==> src/rtl/scanline_est_pkg.sv <==
package scanline_est_pkg;

  typedef enum logic [2:0] {
    ST_IDLE,
    ST_PRE,
    ST_CUR,
    ST_POST,
    ST_MUL,
    ST_DIV,
    ST_FIN
  } est_state_t;

  localparam int unsigned MS_PER_S_DIV = 1000;

endpackage

==> src/rtl/sle_timebase.sv <==
module sle_timebase #(
  parameter int TS_W = 32
) (
  input  logic            clk,
  input  logic            rst,
  input  logic            tick,
  input  logic            capture,
  output logic [TS_W-1:0] ts_cnt,
  output logic [TS_W-1:0] frame_ts
);

  always_ff @(posedge clk) begin
    if (rst) begin
      ts_cnt   <= '0;
      frame_ts <= '0;
    end else begin
      if (tick)    ts_cnt   <= ts_cnt + TS_W'(1);
      if (capture) frame_ts <= ts_cnt;
    end
  end

endmodule

==> src/rtl/sle_divider.sv <==
module sle_divider #(
  parameter int NUM_W = 64,
  parameter int DEN_W = 26
) (
  input  logic             clk,
  input  logic             rst,
  input  logic             start,
  input  logic [NUM_W-1:0] numer,
  input  logic [DEN_W-1:0] denom,
  output logic [NUM_W-1:0] quot,
  output logic             done
);

  localparam int CNT_W = $clog2(NUM_W + 1);

  logic [DEN_W-1:0] rem_q;
  logic [NUM_W-1:0] num_q;
  logic [DEN_W-1:0] den_q;
  logic [CNT_W-1:0] left_q;
  logic             run_q;

  logic [DEN_W:0]   trial;
  logic             fits;

  always_comb begin
    trial = {rem_q, num_q[NUM_W-1]};
    fits  = (trial >= {1'b0, den_q});
  end

  always_ff @(posedge clk) begin
    if (rst) begin
      rem_q  <= '0;
      num_q  <= '0;
      den_q  <= '0;
      quot   <= '0;
      left_q <= '0;
      run_q  <= 1'b0;
      done   <= 1'b0;
    end else begin
      done <= 1'b0;
      if (start) begin
        rem_q  <= '0;
        num_q  <= numer;
        den_q  <= denom;
        quot   <= '0;
        left_q <= CNT_W'(NUM_W);
        run_q  <= 1'b1;
      end else if (run_q) begin
        rem_q  <= fits ? DEN_W'(trial - {1'b0, den_q}) : trial[DEN_W-1:0];
        num_q  <= {num_q[NUM_W-2:0], 1'b0};
        quot   <= {quot[NUM_W-2:0], fits};
        left_q <= left_q - CNT_W'(1);
        if (left_q == CNT_W'(1)) begin
          run_q <= 1'b0;
          done  <= 1'b1;
        end
      end
    end
  end

endmodule

==> src/rtl/scanline_estimator.sv <==
module scanline_estimator
  import scanline_est_pkg::*;
#(
  parameter int TS_W   = 32,
  parameter int CLK_W  = 32,
  parameter int LINE_W = 16
) (
  input  logic              clk,
  input  logic              rst,
  input  logic              vblank_stb,
  input  logic              ts_tick,
  input  logic [LINE_W-1:0] htotal,
  input  logic [LINE_W-1:0] vtotal,
  input  logic [LINE_W-1:0] vblank_line,
  input  logic [CLK_W-1:0]  pclk_khz,
  input  logic              req,
  output logic [LINE_W-1:0] scanline,
  output logic              valid
);

  localparam int PROD_W = TS_W + CLK_W;
  localparam int DEN_W  = LINE_W + $clog2(MS_PER_S_DIV);

  est_state_t        state;
  logic [TS_W-1:0]   ts_cnt, frame_ts;
  logic [TS_W-1:0]   prev_q, cur_q;
  logic [TS_W-1:0]   elapsed_ts;
  logic [PROD_W-1:0] prod_q;
  logic [DEN_W-1:0]  den_q;
  logic              div_start;
  logic [PROD_W-1:0] quot;
  logic              div_done;
  logic [LINE_W-1:0] lines_c;
  logic [LINE_W:0]   sum_c;
  logic [LINE_W-1:0] rebased_c;

  sle_timebase #(.TS_W(TS_W)) u_timebase (
    .clk      (clk),
    .rst      (rst),
    .tick     (ts_tick),
    .capture  (vblank_stb),
    .ts_cnt   (ts_cnt),
    .frame_ts (frame_ts)
  );

  sle_divider #(.NUM_W(PROD_W), .DEN_W(DEN_W)) u_div (
    .clk   (clk),
    .rst   (rst),
    .start (div_start),
    .numer (prod_q),
    .denom (den_q),
    .quot  (quot),
    .done  (div_done)
  );

  always_comb begin
    elapsed_ts = cur_q - prev_q;
    if (quot >= PROD_W'(vtotal)) lines_c = vtotal - LINE_W'(1);
    else                         lines_c = quot[LINE_W-1:0];
    sum_c = {1'b0, lines_c} + {1'b0, vblank_line};
    if (sum_c >= {1'b0, vtotal}) sum_c = sum_c - {1'b0, vtotal};
    rebased_c = sum_c[LINE_W-1:0];
  end

  always_ff @(posedge clk) begin
    if (rst) begin
      state     <= ST_IDLE;
      prev_q    <= '0;
      cur_q     <= '0;
      prod_q    <= '0;
      den_q     <= '0;
      div_start <= 1'b0;
      scanline  <= '0;
      valid     <= 1'b0;
    end else begin
      valid     <= 1'b0;
      div_start <= 1'b0;
      case (state)
        ST_IDLE: if (req) state <= ST_PRE;
        ST_PRE: begin
          prev_q <= frame_ts;
          state  <= ST_CUR;
        end
        ST_CUR: begin
          cur_q <= ts_cnt;
          state <= ST_POST;
        end
        ST_POST: state <= (frame_ts != prev_q) ? ST_PRE : ST_MUL;
        ST_MUL: begin
          prod_q    <= PROD_W'(elapsed_ts) * PROD_W'(pclk_khz);
          den_q     <= DEN_W'(htotal) * DEN_W'(MS_PER_S_DIV);
          div_start <= 1'b1;
          state     <= ST_DIV;
        end
        ST_DIV: if (div_done) state <= ST_FIN;
        ST_FIN: begin
          scanline <= rebased_c;
          valid    <= 1'b1;
          state    <= ST_IDLE;
        end
        default: state <= ST_IDLE;
      endcase
    end
  end

endmodule

==> config.mk <==
export PLATFORM = sky130hd
export DESIGN_NAME = scanline_estimator
export DESIGN_NICKNAME = d
export VERILOG_FILES = /design/src/rtl/scanline_est_pkg.sv /design/src/rtl/sle_timebase.sv /design/src/rtl/sle_divider.sv /design/src/rtl/scanline_estimator.sv
export SDC_FILE = /design/constraint.sdc
export NUM_CORES = 2
export LEC_CHECK = 0
export ABC_CLOCK_PERIOD_IN_PS = 12650
export CAP_MARGIN = 0
export CORE_MARGIN = 1
export CORE_UTILIZATION = 65
export CTS_CLUSTER_SIZE = 24
export DETAILED_ROUTE_END_ITERATION = 7
export DONT_BUFFER_PORTS = 1
export MAX_ROUTING_LAYER = met4
export PLACE_DENSITY_LB_ADDON = 0.05
export SETUP_SLACK_MARGIN = 0.02
export SYNTH_ARGS = -nofsm -noshare
export SYNTH_HDL_FRONTEND = slang
export SYNTH_SLANG_ARGS = --single-unit
==> constraint.sdc <==
create_clock -name clk -period 12.65 [get_ports clk]
set_clock_uncertainty 0.2 [all_clocks]
set_input_delay 0 -clock clk [delete_from_list [all_inputs] [get_ports clk]]
set_output_delay 0 -clock clk [all_outputs]
set_load 0.02 [all_outputs]
Word level (Yosys, flattened, before mapping)
Index checks and enable logic that the tools add are counted.

Multipliers: 2. $lt $le $gt $ge: 3. Equal/unequal tests: 10. $add $sub $neg: 7. Muxes and demuxes: 17. Bitwise operators: 1. Reduce and logical (&&, ||, !) cells: 5.

Operator list (count): 64-bit two-way mux (2); 64-bit by 16-bit greater-or-equal comparator with 1-bit output (1); 32-bit by 32-bit multiplier with 64-bit output (1); 32-bit by 1-bit adder with 32-bit output (second input constant) (1); 16-bit two-way mux (2); 32-bit != test (1); 32-bit subtractor (1); 27-bit by 26-bit greater-or-equal comparator with 1-bit output (1); 26-bit two-way mux (1); 26-bit subtractor (1); 16-bit by 7-bit multiplier with 23-bit output (second input constant) (1); 3-bit one-hot mux with 6 select lines (1); 16-bit by 16-bit adder with 17-bit output (1); 17-bit by 16-bit greater-or-equal comparator with 1-bit output (1); 16-bit by 1-bit subtractor with 16-bit output (second input constant) (1); 16-bit subtractor (1); 7-bit two-way mux (2); 3-bit equality test (second input constant) (3); 3-bit two-way mux (3); 7-bit by 1-bit equality test with 1-bit output (second input constant) (1); 7-bit by 1-bit subtractor with 7-bit output (second input constant) (1); 3-bit by 2-bit equality test with 1-bit output (second input constant) (2); 1-bit two-way mux (6); 3-bit by 1-bit equality test with 1-bit output (second input constant) (1); other kinds (8) (8).

Output and inout bits: 17. Bits in registers: 422.

Longest topological paths before layout
Depth in word-level cells: 5. Gate-level depth with buffers: 41. Depth with buffers taken out: 39.

Hierarchy
Synthesis repeated with hierarchy kept, for this count alone.

Cells, all modules: 6556. Area, all modules: 57341.2 um2.

By module, submodules not included: scanline_estimator (cells each 5250, seq. area each 3443.3 um2, instances 1, area an instance 45782.7 um2); sle_divider (cells each 1024, seq. area each 3783.6 um2, instances 1, area an instance 8886.0 um2); sle_timebase (cells each 282, seq. area each 1281.2 um2, instances 1, area an instance 2672.6 um2).

Least setup slack after synthesis
Ideal clock, no wire load.

Path kind: register to register. Start: reg prev_q[0]. End: reg prod_q[63]. Path slack: 2949 ps. Buffers on the path: 1. Data required time: 12333 ps. Cell stages (with the launch flop): 37. Clock period less this slack: 9701 ps. Setup time: 117 ps. Arrival time: 9385 ps. Cells stage by stage: dfxtp_1 -> ha_1 -> inv_1 -> fa_1 -> a21o_1 -> a21oi_2 -> o21ai_1 -> a221o_1 -> a31oi_1 -> o21ai_1 -> a21o_1 -> a21oi_1 -> xnor2_1 -> clkbuf_1 -> nand2_1 -> fa_1 -> fa_1 -> fa_1 -> inv_1 -> fa_1 -> inv_1 -> fa_1 -> inv_1 -> fa_1 -> fa_1 -> fa_1 -> ha_1 -> nand2_1 -> nor3_4 -> nand2_1 -> a211o_1 -> a2111oi_4 -> o21ai_2 -> o31a_1 -> o31ai_2 -> xnor2_1 -> a22o_1.

Longest elaborated chain between the ends: 2.

RTL lines: start, declared (line scanline_estimator.sv:26) `logic [TS_W-1:0] prev_q, cur_q;`; start signal, assigned (line scanline_estimator.sv:81) `prev_q <= frame_ts;`; 32-bit subtractor (line scanline_estimator.sv:57) `elapsed_ts = cur_q - prev_q;`; 32-bit by 32-bit multiplier with 64-bit output (line scanline_estimator.sv:90) `prod_q <= PROD_W'(elapsed_ts) * PROD_W'(pclk_khz);`; end signal, assigned (line scanline_estimator.sv:90); end, declared (line scanline_estimator.sv:28) `logic [PROD_W-1:0] prod_q;`.

Every way passes these cells. A chain may end at the register's enable or synchronous reset.

Final worst setup path
Start: reg prev_q[0]. End: reg prod_q[59].

The elaborated chain is that of the path after synthesis.

==> impl_metrics.toml <==
[timing]
whs_ns = 0.004829
maxSlewViolCount = 141
fin_ws_ns = 1.344
finalSetupViolations = 0
worst_slew_pin_slew_ns = 1.630
fin_crit_sh_pct = 89.38
maxSlewHeadroom_pct = -8.682
finalSetupTns_ns = 0
min_period_ns = 11.31
hold_viol = 0
rsz0062_at_grt = "false"
max_freq_mhz = 88.45

[yosys]
async_reset_ff_share_pct = 0
yosys-top-cells-area = "fa_1, dfxtp_1, ha_1"
yosysMostFrequentCell = "inv_1"
postSynthCellCount = 6515
synth-seq-area-share_pct = 14.82
synth_top_family_by_area = "adder cells"
yosysTopAreaCellShare_pct = 33.51
synth-edff-count = 0
synth_largest_area_cell = "fa_1"
ys_top_cells_by_count = "inv_1, fa_1, nand2_1, and2_1"
syn_nets = 7976
yosys_warnings = 0
ys_ff_latch = 422
synth_compound_area_share_pct = 8.246
synthSimpleGateAreaFrac_pct = 17.30
synth-xor-area-share_pct = 3.473
avgSynthCellArea_um2 = 8.747
muxShareOfSynthArea_pct = 4.057
netlist-cell-type-count = 82
synth_area_um2 = 56990
synth_fa_ha_area_share_pct = 42.78
synth_ff_type = "dfxtp_1"

[outcome]
violations = "max-slew violations"
status = "finished, violations left"

[drt]
drc_errors = 0
routed_wl_um = 138300
route.vias.total = 42500
viasPerCell = 5.661
wl_per_cell_um = 18.42
drtAntennaViolNets = 0
drt_pass1_iterations = 5
first_iter_violations = 2485

[critical_path]
path_class = "reg2reg"
crit_path_end_kind = "flop"
cp_top_family = "adder cells"
cpMostUsedCell = "fa_1"
critPathMaxFanout = 18
crit_required_ns = 12.87
startpoint_type = "flop"
critPathBufInv = 5
crit_arrival_ns = 11.52
critPathMaxStageDelay_ns = 1.00
crit_slowest_cell = "a2111oi_0"

[pwr]
power_per_cell_area_nw_per_um2 = 90.73
cellLeakagePower_nw = 28.54
p_total_mw = 5.429
worst_ir_drop_vdd_mv = 0.1248

[floorplanning]
start_util_pct = 65.69
die_h_um = 298.1
die-area_um2 = 88860
core_um2 = 86750
fp.dieW_um = 298.1
ios = 102
fp-row-count = 108

[placement]
dp_hpwl_um = 106400
gp_congestion = 0.9233
placedCellCount = 7366
portBuffers = 0
place_ws_ns = 1.333
placedInstanceArea_um2 = 57730

[worst_hold_path]
min_path_type = "in2reg"

[cts]
clkTransAtPathRegs_ns = 0.07
clk_latency_ns = 0.58
cts-resized-gates = 0
cts_max_level = 2
cts_tree = "built"
clock-root-buffer = "clkbuf_16"
cts_buffers = 43
clock_sink_count = 422
cts_max_path_buffers = 3

[global_routing]
grt_pass1_wl_um = 231100
overflow = 0
grt_antenna_before_repair = 2
grt_max_degree = 316
grt_usage_pct = 33.02
grt_pass1_vias = 44560

[layout]
fin_nets = 7780
fin_area_um2 = 59840
drive_gt1_share_pct = 3.260
utilization_pct = 68.98
fin_cells = 7507
area_delta_synth_final_pct = 5.001

[job]
max-cap-violations = 0
## worst reg2reg max path, delay by kind of cell (launching register included)
family,cells,cell delay (ns)
compound gates,15,4.13
xor+xnor,1,0.13
fa+ha+maj,11,5.01
buf+inv,5,0.57
flops,1,0.37
mux,1,0.19
simple gates,3,0.58
## final timing paths
path,cells after the start,slack (ns),endpoint,start
worst min register to register,2,0.25,prod_q[38],prod_q[38]
worst max register to register,36,1.34,prod_q[59],prev_q[0]
worst min-delay path,5,0.005,scanline[12],vblank_line[12]
worst max-delay path,36,1.34,prod_q[59],prev_q[0]
## per-layer routing
layer	vias up	global-route usage [%]	share of wire, %
met5	-	-	0
met4	0	8.315	2.6
met3	261	4.310	5.5
met2	1082	56.14	50
met1	21350	41.71	42
li1	19800	-	-
## kinds of logic after synthesis
family,Yosys count
simple gates,2091
mux,229
xor+xnor,226
buf+inv,1411
fa+ha+maj,1376
flops,422
compound gates,760
## layout make-up
type / count / area, um^2
clock buffers: 57 / 1199
multi-input cells: 4682 / 43480
flip-flops and latches: 422 / 8456
repair buffers: 114 / 1049
inverters: 1056 / 3964
well taps: 1155 / 1445
diodes: 2 / 5.005
fillers: 7174 / 26910
clock inverters: 19 / 240.2
## sequential cells by signal, indices dropped and copies added (netlist names), 26 cells and up
name,flops
cur_q,32
u_div.num_q,64
u_timebase.frame_ts,32
prod_q,64
prev_q,32
u_timebase.ts_cnt,32
u_div.quot,64
u_div.rem_q,26
## what timing repair did
action | 4_1_cts | 5_1_grt
hold buffers | 63 | 0
endpoints found under the hold margin | 352 | 0
setup buffers | 0 | 0
endpoints found under the setup margin | 0 | 0
## layout by cell type (no fill, tap or decap), drive strengths merged, types with 44 or more instances in the layout
cell and instances:
nor2 416, o21ai 100, xor2 67, nand2 851
buf 53, a21o 85, fa 954, dlygate4sd3 61
a21oi 364, nand3 55, clkbuf 57, dfxtp 422
mux2i 213, nor2b 44, xnor2 159, and2 539
ha 422, inv 1060
## report_power, final
part	switching, mW	leakage [nW]	internal, mW
clock network	0.556	0.703	0.738
logic	1.64	24.4	1.13
registers	0.0189	3.40	1.34
Note: power is estimated with default switching activity, not from simulation.
